## src/rtl/fb_scanout.sv

```systemverilog
module fb_scanout #(
  parameter int H_VIS     = 640,
  parameter int V_VIS     = 480,
  parameter int ROW_PITCH = 1024,
  parameter int ADDR_W    = 32,
  parameter int BASE_BITS = 11,
  parameter bit BYTE_ADDR = 1'b1
) (
  input  logic              clk,
  input  logic              rst_n,
  input  logic              reg_we,
  input  logic [2:0]        reg_addr,
  input  logic [31:0]       reg_wdata,
  output logic [31:0]       reg_rdata,
  input  logic              frame_start,
  input  logic              pix_ready,
  output logic              mem_req,
  output logic [ADDR_W-1:0] mem_addr,
  input  logic              mem_gnt,
  input  logic              mem_rvalid,
  input  logic [31:0]       mem_rdata,
  output logic              pix_valid,
  output logic [7:0]        pix_red,
  output logic [7:0]        pix_green,
  output logic [7:0]        pix_blue
);
  localparam int XW    = (H_VIS > 1) ? $clog2(H_VIS) : 1;
  localparam int YW    = (V_VIS > 1) ? $clog2(V_VIS) : 1;
  localparam int LOW_W = 32 - BASE_BITS;
  localparam int ALOW  = ADDR_W - BASE_BITS;

  logic [BASE_BITS-1:0] base_q, fbase_q;
  logic                 en_q, rot_q, frot_q, active_q;
  logic [XW-1:0]        x_q;
  logic [YW-1:0]        y_q;
  logic [23:0]          rgb_q;
  logic                 reg_idx, issue, last_px;
  logic [ADDR_W-1:0]    col_w, row_w, next_addr;

  assign reg_idx   = BYTE_ADDR ? reg_addr[2] : reg_addr[0];
  assign reg_rdata = reg_idx ? {30'd0, rot_q, en_q} : {base_q, {LOW_W{1'b0}}};

  always_ff @(posedge clk) begin
    if (!rst_n) begin
      base_q <= '0;
      en_q   <= 1'b0;
      rot_q  <= 1'b0;
    end else if (reg_we) begin
      if (reg_idx) begin
        en_q  <= reg_wdata[0];
        rot_q <= reg_wdata[1];
      end else begin
        base_q <= reg_wdata[31:LOW_W];
      end
    end
  end

  assign col_w = frot_q ? ADDR_W'(H_VIS - 1) - ADDR_W'(x_q) : ADDR_W'(x_q);
  assign row_w = frot_q ? ADDR_W'(V_VIS - 1) - ADDR_W'(y_q) : ADDR_W'(y_q);
  assign next_addr = {fbase_q, {ALOW{1'b0}}} + row_w * ADDR_W'(ROW_PITCH) + col_w;

  assign last_px = (x_q == XW'(H_VIS - 1)) && (y_q == YW'(V_VIS - 1));
  assign issue   = active_q && en_q && pix_ready && !mem_req && !frame_start;

  always_ff @(posedge clk) begin
    if (!rst_n) begin
      active_q <= 1'b0;
      fbase_q  <= '0;
      frot_q   <= 1'b0;
      x_q      <= '0;
      y_q      <= '0;
    end else if (frame_start && en_q) begin
      active_q <= 1'b1;
      fbase_q  <= base_q;
      frot_q   <= rot_q;
      x_q      <= '0;
      y_q      <= '0;
    end else if (!en_q) begin
      active_q <= 1'b0;
    end else if (issue) begin
      if (last_px) active_q <= 1'b0;
      if (x_q == XW'(H_VIS - 1)) begin
        x_q <= '0;
        y_q <= y_q + 1'b1;
      end else begin
        x_q <= x_q + 1'b1;
      end
    end
  end

  always_ff @(posedge clk) begin
    if (!rst_n) begin
      mem_req  <= 1'b0;
      mem_addr <= '0;
    end else if (issue) begin
      mem_req  <= 1'b1;
      mem_addr <= next_addr;
    end else if (mem_gnt) begin
      mem_req  <= 1'b0;
    end
  end

  always_ff @(posedge clk) begin
    if (!rst_n) begin
      pix_valid <= 1'b0;
      rgb_q     <= '0;
    end else begin
      pix_valid <= mem_rvalid;
      if (mem_rvalid) rgb_q <= mem_rdata[23:0];
    end
  end

  assign pix_red   = en_q ? rgb_q[23:16] : 8'd0;
  assign pix_green = en_q ? rgb_q[15:8]  : 8'd0;
  assign pix_blue  = en_q ? rgb_q[7:0]   : 8'd0;
endmodule


```

## config.mk

```make
export PLATFORM = sky130hd
export DESIGN_NAME = fb_scanout
export DESIGN_NICKNAME = d
export VERILOG_FILES = /design/src/rtl/fb_scanout.sv
export SDC_FILE = /design/constraint.sdc
export NUM_CORES = 1
export LEC_CHECK = 0
export BUFFER_PORTS_ARGS = -buffer_cell sky130_fd_sc_hd__buf_2
export CELL_PAD_IN_SITES_DETAIL_PLACEMENT = 1
export CELL_PAD_IN_SITES_GLOBAL_PLACEMENT = 2
export CORE_AREA = 2 2 143 145
export CTS_CLUSTER_DIAMETER = 80
export DETAILED_ROUTE_END_ITERATION = 6
export DIE_AREA = 0 0 145 147
export PLACE_DENSITY = 0.79
export SETUP_SLACK_MARGIN = 0.4
export SLEW_MARGIN = 30
export SYNTH_ARGS = -nofsm -noshare
export SYNTH_HDL_FRONTEND = slang
export SYNTH_SLANG_ARGS = --single-unit
```

## constraint.sdc

```tcl
create_clock -name clk -period 4.8 [get_ports clk]
set_input_delay 1.2 -clock clk [delete_from_list [all_inputs] [get_ports clk]]
set_output_delay 1.2 -clock clk [all_outputs]
set_load 0.005 [all_outputs]
```

Word level (Yosys, flattened, before mapping):

Cells that the tools add are included.

* reductions and logical operators: 15
* $add $sub $neg: 6
* muxes and demuxes: 13
* equality and inequality tests: 4
* bitwise logic cells: 2

Operator list (number)
* 32-bit adder: 2
* 32-bit 2-to-1 mux: 2
* 8-bit 2-to-1 mux: 3
* 22-bit 2-to-1 mux: 1
* 10-bit by 10-bit subtractor with 11-bit output (first input constant): 1
* 10-bit by 1-bit adder with 10-bit output (second input constant): 1
* 10-bit equality test (second input constant): 1
* 10-bit 2-to-1 mux: 1
* 9-bit by 9-bit subtractor with 10-bit output (first input constant): 1
* 9-bit by 1-bit adder with 9-bit output (second input constant): 1
* 9-bit equality test (second input constant): 1
* 2-bit AND reduction: 4
* 1-bit logical AND: 6
* 1-bit 2-to-1 mux: 6
* 3-bit by 1-bit inequality test with 1-bit output (second input constant): 2
* 3-bit AND reduction: 1
* 1-bit logical NOT: 2
* 1-bit NOT: 2
* 2-bit nonzero test: 1
* 2-bit OR reduction: 1

* bits in registers: 103

Longest topological paths before layout:

Gate-level depths: netlist of run 1.

* word-level depth: 7
* mapped depth: 12
* depth with buffers taken out: 11

Worst setup path before layout of run 1:

OpenSTA, ideal clock, no wires.

* path type: flip-flop to flip-flop
* start point: register x_q[7]
* end point: register mem_addr[31]
* setup slack: 1.309 ns
* data arrival time: 3.432 ns
* required time: 4.741 ns
* period minus slack after synthesis: 3.491 ns
* path buffers: 0
* cell stages (with the launch flop): 12
* library setup time: 0.059 ns
* path through: dfxtp_1 > o211ai_1 > inv_1 > ha_1 > ha_1 > fa_1 > a21o_2 > a221o_1 > a211oi_2 > a2111oi_1 > mux2_1 > nand2_1

* cells in the longest elaborated chain, start to end: 3

Ends and longest elaborated chain
* start: declaration: line 34 `logic [XW-1:0] x_q;`
* start signal: assignment: line 86 `x_q <= x_q + 1'b1;`
* 10-bit by 10-bit subtractor with 11-bit output: line 58 `assign col_w = frot_q ? ADDR_W'(H_VIS - 1) - ADDR_W'(x_q) : ADDR_W'(x_q);`
* 32-bit 2-to-1 mux (*): line 58
* 32-bit adder (*): line 60 `assign next_addr = {fbase_q, {ALOW{1'b0}}} + row_w * ADDR_W'(ROW_PITCH) + col_w;`
* end signal: assignment: line 97 `mem_addr <= next_addr;`
* end: declaration: line 18 `output logic [ADDR_W-1:0] mem_addr,`

Every way passes the cells marked *; elsewhere a longest branch is shown, timed or not.
A chain may end at the register's enable or synchronous reset.

Worst setup path after layout of run 1:

* start point: register frot_q
* end point: register mem_addr[31]

* cells in the longest elaborated chain, start to end: 3
* elaborated cells on any way between the ends: 4
* those cells by class: add/sub: 2; mux: 2

Ends and longest elaborated chain
* start: declaration: line 33 `logic en_q, rot_q, frot_q, active_q;`
* start signal: assignment: line 75 `frot_q <= rot_q;`
* 22-bit 2-to-1 mux: line 59 `assign row_w = frot_q ? ADDR_W'(V_VIS - 1) - ADDR_W'(y_q) : ADDR_W'(y_q);`
* 32-bit adder: line 60
* 32-bit adder (*): line 60

Marked as above.

==> results.toml, run 1 <==
[cells_and_area]
antenna_cells_inserted = 0
nFillCells = 2398
finish.cell_count_without_fillers = 1054
syn_to_final_growth_pct = 16.78
final_layout_size_suffix_gt1_share_pct = 18.62
final-seq-area_um2 = 2062
multiInputGateArea_um2 = 3480
finalNetCount = 901
finish.utilization_pct = 34.32

[global_route]
groute.usage.overall_pct = 15.10
grt_max_degree = 48
first_global_vias = 5080
globalRoute.busiestLayer = "met2"
grt_use_met3_pct = 4.224
gr-usage-met2_pct = 23.40
wire_length_of_the_first_global_routing_pass_um = 26370
grt.overflow.total = 0
grtUsageMet1_pct = 20.67
grt_antenna_before_repair = 0

[timing]
hold_violations = 0
max_slew.worst_pin.slew_ns = 0.9181
rsz0062_at_grt = "false"
maxClockFrequency_ghz = 0.2689
hold_ws_ns = 0.4582
fin_worst_skew_ns = 0.01021
final_period_minus_worst_setup_slack_ns = 3.719
slew_headroom_pct = 38.70
timing_max_transition_violations_final = 0
finalCritPeriodShare_pct = 77.49
setup_tns_ns = 0
finalSetupViolations = 0

[status]
status = "finished clean"

[route]
drcViolationCount = 0
dr_total_vias = 4934
post_drt_via_cell_ratio = 4.681
detail-route-antenna-nets = 0
detail_route.iter0.violations = 168
routed_wire_length_per_instance_um = 15.04
dr.pass1.iters = 4
routed_wl_um = 15850

[clock_network]
cts.root.buffer_cell = "clkbuf_16"
cts_buffers = 9
clock_insertion_delay_worst_skew_ns = 0.36
tritoncts = "built"
cts_resized = 0
postCtsSetupBuffers = 0
holdBufCountCts = 0
clk_path_buf_depth = 2
cts-htree-levels = 3
clkSlewWorstSetupHoldPaths_ns = 0.08
numClockSinks = 103

[critical_path]
critPathCaptureType = "flip-flop"
cp_cell_sequence = "o211ai_1, inv_1, buf_4, ha_1, ha_1, fa_1, a21o_2, a221o_1, a211oi_2, a2111oi_1, mux2_1, nand2_1"
critPathArrivalTime_ns = 4.02
cell_seen_most_often_among_critical_path_stages = "ha_1"
slowest_delay_ns = 0.50
worstPathMaxFanout = 19
crit_buf_inv = 2
worst-endpoint-required_ns = 5.10
path_delay_family = "compound AO/OA/AOI/OAI gates"
slowest_stage = "dfxtp_1"
critPathKind = "reg -> reg"
critPathLaunchType = "flip-flop"

[floorplan]
die_area_um2 = 21320
floorplan.initialDensity_pct = 29.39
ioPinCount = 164
fp.dieW_um = 145
core.rowCount = 52
die-height_um = 147
core_region_area_um2 = 19840

[synth]
synth_largest_type_area_fraction_pct = 35.36
synth-main-ff-cell = "dfxtp_1"
synth.largest_area_cell = "dfxtp_1"
synth.lib_cells_used.distinct = 59
edff_count_synth = 0
count_of_state_elements_after_synthesis = 103
async_flop_share_pct = 0
post_synthesis_sequential_area_ratio_pct = 35.36
synth_area_leaders = "dfxtp_1 35%, ha_1 7.9%, nand2_1 6.3%"
syn_inst = 684
yosysWarnings = 0
mappedNetlistArea_um2 = 5832
synth.avg_cell_area_um2 = 8.526

[power]
pwr_density_cell_nw_per_um2 = 247.9
ir_drop_v = 0.0001363
pleak_nw = 3.075

[flow_run]
cap_violations = 0

[place]
numPortBuffers = 115
gpl.final_weighted_congestion = 0.8107
detailed_place_hpwl_um = 11800
numPlacedInstances = 1038

[hold_path]
hp-class = "reg -> reg"
==> power by group <==
group	switching [mW]	total, mW	internal [mW]	leakage (nW)
Combinational	0.0595	0.0991	0.0396	2.11
Sequential	0.00989	0.882	0.872	0.836
Clock	0.355	0.708	0.352	0.132
==> synth_stat cells (all sizes together) (11+ instances only) <==
cell type / n
xnor2: 21
ha: 37
a211oi: 13
mux2i: 26
nand3: 23
nand4: 14
dfxtp: 103
xor2: 21
nand2: 98
and2: 32
buf: 29
nor2b: 15
fa: 11
o21ai: 12
a21oi: 56
nor2: 62
clkbuf: 25
==> metrics by stage <==
step	setup WS (ns)	area (µm²)	power [mW]
detailed placement	1.027	6538	1.003
global route	0.7389	6810	1.761
floorplan	1.309	5899	0.9714
CTS	1.013	6810	1.720
finish	1.081	6810	1.688
global placement	1.064	6538	1.001
==> layout by cell type, fill, tap and decap left out, types with 5 or more instances in the layout <==
master     instances
buf_4              6
nand3_1           23
clkbuf_16          9
conb_1            19
a31oi_1            7
and2_1            32
nor2_1            60
fa_1              11
nor2b_1           15
nand4_1           14
o21ai_0            8
nand2_1           98
o211ai_1           6
nand4b_1           6
nand2b_1           6
mux2i_1           26
buf_2            115
o31ai_1            5
ha_1              37
a21oi_1           56
nor3_1             7
a211oi_1          12
xor2_1            21
inv_1              9
and3_1             5
dfxtp_1          103
xnor2_1           21
==> cell type report <==
| class | instances | share of cell area (%) |
|---|---|---|
| Inverter | 10 | 0.5512 |
| Sequential cell | 103 | 30.28 |
| Clock inverter | 7 | 0.6981 |
| Multi-Input combinational cell | 534 | 51.09 |
| Clock buffer | 9 | 3.307 |
| Timing Repair Buffer | 121 | 9.113 |
| Tap cell | 270 | 4.961 |
==> kinds of logic (layout without fill, tap and decap cells) <==
group / Yosys count / count (layout) / synth area share (%)
and+or+nand+nor: 278 / 278 / 22.98
AOI/OAI and AO/OA: 119 / 119 / 12.59
DFF: 103 / 103 / 35.36
muxes: 28 / 28 / 4.849
buffers and inverters: 65 / 147 / 6.136
adders and majority gates: 48 / 48 / 11.71
xor gates and xnor gates: 42 / 42 / 6.308
other: 1 / 19 / 0.06430
==> flip-flops by register name (all words and copies together), names as in the netlist, 9 cells and up <==
signal    count
x_q          10
mem_addr     32
y_q           9
rgb_q        24
base_q       11
fbase_q      11
==> routing by layer <==
| metal | vias to the layer above | routed length [µm] |
|---|---|---|
| met1 | 2309 | 7944 |
| met4 | 0 | 173 |
| met3 | 11 | 1013 |
| li1 | 2496 | - |
| met2 | 118 | 6717 |
| met5 | - | 0 |
==> final timing paths <==
kind	start	end	slack, ns	cells past startpoint
hold reg to reg	mem_addr[22]	mem_addr[22]	0.46	2
hold / removal	mem_addr[22]	mem_addr[22]	0.46	2
setup / recovery	frot_q	mem_addr[31]	1.08	12
setup reg to reg	frot_q	mem_addr[31]	1.08	12
==> worst register-to-register path, cell delays in order (launching register included) <==
cell,delay [ns]
dfxtp_1,0.50
o211ai_1,0.31
inv_1,0.12
buf_4,0.30
ha_1,0.29
ha_1,0.23
fa_1,0.43
a21o_2,0.26
a221o_1,0.34
a211oi_2,0.32
a2111oi_1,0.17
mux2_1,0.35
nand2_1,0.06
Note: power is estimated with default switching activity, not from simulation.
==> run 2: changes to the inputs <==
==> constraint.sdc (replaced) <==
create_clock -name clk -period 3.49 [get_ports clk]
set_input_delay 0.8725 -clock clk [delete_from_list [all_inputs] [get_ports clk]]
set_output_delay 0.8725 -clock clk [all_outputs]
set_load 0.005 [all_outputs]
==> run 2 against run 1 <==
  * Non-clock buffer count rose by 27
  * Design area increased by 7.2%
  * Register-to-register slack worse by 0.66 ns
  * Count of clock-buffer cells in the layout increased by 2
  * First-iteration DRC count up 7.1%
  * Core utilization grew 2.5 points
==> results.toml, run 2 (synthesis results as in run 1) <==
[route]
dr_total_vias = 5031
detail_route.iter0.violations = 180
dr.pass1.iters = 4
detail-route-antenna-nets = 0
routed_wl_um = 16440
routed_wire_length_per_instance_um = 15.21
post_drt_via_cell_ratio = 4.654
drcViolationCount = 0

[critical_path]
critPathArrivalTime_ns = 3.38
critPathCaptureType = "flip-flop"
reg2reg_to = "mem_addr[31]"
crit-reg2reg-launch = "x_q[7]"
setup.worst_path.end = "mem_addr[31]"
critPathKind = "reg -> reg"
reg2regPathDepth = 11
critPathLaunchType = "flip-flop"
worst-endpoint-required_ns = 3.79
setup.worst_path.start = "x_q[7]"
reg2reg_setup_slack_ns = 0.42
worstPathMaxFanout = 4

[timing]
slew_headroom_pct = 47.99
final_period_minus_worst_setup_slack_ns = 3.073
fin_worst_skew_ns = 0.008598
maxClockFrequency_ghz = 0.3254
post-route-worst-setup-slack_ns = 0.4171
hold_violations = 0
finalCritPeriodShare_pct = 88.05
finalSetupViolations = 0
timing_max_transition_violations_final = 0
max_slew.worst_pin.slew_ns = 0.7785
rsz0062_at_grt = "true"

[power]
power.total_mw = 2.351
ir_drop_v = 0.0002195
pwr_density_cell_nw_per_um2 = 321.9
pleak_nw = 3.194

[clock_network]
numClockSinks = 103
cts-htree-levels = 3
tritoncts = "built"
cts_buffers = 9
clk_path_buf_depth = 2
clock_insertion_delay_worst_skew_ns = 0.36
cts.root.buffer_cell = "clkbuf_16"
clkSlewWorstSetupHoldPaths_ns = 0.07

[place]
pre_cts_setup_slack_ns = 0.1495
numPortBuffers = 115
numPlacedInstances = 1055
gpl.final_weighted_congestion = 0.7982
detailed_place_hpwl_um = 12000

[floorplan]
core_region_area_um2 = 19840
ioPinCount = 164
die_area_um2 = 21320
floorplan.initialDensity_pct = 29.39
core.rowCount = 52
die-height_um = 147
fp.dieW_um = 145

[cells_and_area]
top_register = "mem_addr"
mostFrequentLayoutCells = "115 x buf_2, 98 x nand2_1, 97 x dfxtp_1, 59 x nor2_1, 51 x a21oi_1"
antenna_cells_inserted = 0
largest_reg_flops = 32
layout.cells.most_common = "buf_2"
final-seq-area_um2 = 2077
syn_to_final_growth_pct = 25.23
biggestRegsByFlops = "mem_addr x32, rgb_q x24"
finalNetCount = 928
final_layout_size_suffix_gt1_share_pct = 25.89
multiInputGateArea_um2 = 3731
finish.cell_count_without_fillers = 1081
nFillCells = 2368

[global_route]
groute.usage.overall_pct = 15.35
grt.overflow.total = 0
grt_use_met3_pct = 4.627
globalRoute.busiestLayer = "met2"
grt_max_degree = 51
grt_antenna_before_repair = 0
wire_length_of_the_first_global_routing_pass_um = 26670
gr-usage-met2_pct = 23.36
grtUsageMet1_pct = 20.74
first_global_vias = 5177

[flow_run]
cap_violations = 0

[hold_path]
hp-class = "reg -> reg"
worstHoldPathCells = 2

[status]
status = "finished clean"
run 2: changes by cell type in the layout (fill, tap and decap cells not counted), sizes merged:
cell	delta
clkinv	-1
clkinvlp	-1
buf	+27
clkbuf	+2
run 2: worst min path at each step:
stage,startpoint,endpoint
3_5_place_dp,mem_addr[19],mem_addr[19]
6_report,mem_addr[17],mem_addr[17]
2_1_floorplan,fbase_q[1],fbase_q[1]
3_3_place_gp,mem_addr[17],mem_addr[17]
5_1_grt,mem_addr[17],mem_addr[17]
4_1_cts,mem_addr[17],mem_addr[17]
run 2: layout make-up:
class | count | share of cell area, %
Clock inverter | 5 | 0.5654
Clock buffer | 11 | 3.324
Inverter | 10 | 0.5311
Tap cell | 270 | 4.626
Multi-Input combinational cell | 534 | 51.09
Timing Repair Buffer | 148 | 11.43
Sequential cell | 103 | 28.44
run 2: per-stage QoR:
stage | hold WS [ns] | setup TNS [ns] | cell area, µm² | utilization [%]
global placement | 0.4396 | 0 | 6665 | 33.59
global route | 0.4861 | 0 | 7303 | 36.80
CTS | 0.4589 | 0 | 7098 | 35.77
detailed placement | 0.4458 | 0 | 6665 | 33.59
floorplan | 0.4363 | -0.0008855 | 5899 | -
finish | 0.4536 | 0 | 7303 | 36.80
run 2: critical path, stage by stage, from the launching register on:
cell and delay, ns:
dfxtp_2 0.32, o211ai_1 0.26, inv_2 0.13, buf_4 0.17, ha_4 0.24, fa_2 0.40, a21o_2 0.23, a221o_1 0.38
a211oi_4 0.38, a2111oi_4 0.14, mux2_4 0.32, nand2_1 0.05
run 2: repair_timing:
action | in CTS | in global routing
pin swaps | 9 | 17
hold buffers | 0 | 0
endpoints found under the hold margin | 0 | 0
resized for setup | 26 | 31
setup buffers | 3 | 7
endpoints found under the setup margin | 8 | 11
cloned | 0 | 0
run 2: metal layers:
metal / share of wire (%) / wire, µm
met5: 0 / 0
met4: 1.8 / 289
met3: 6.8 / 1115
met2: 43 / 7000
met1: 49 / 8035
run 2: power breakdown:
| group | internal (mW) | switching (mW) | total, mW |
|---|---|---|---|
| registers | 1.20 | 0.0132 | 1.21 |
| clock network | 0.512 | 0.489 | 1.00 |
| logic | 0.0572 | 0.0819 | 0.139 |
| total | 1.77 | 0.584 | 2.35 |
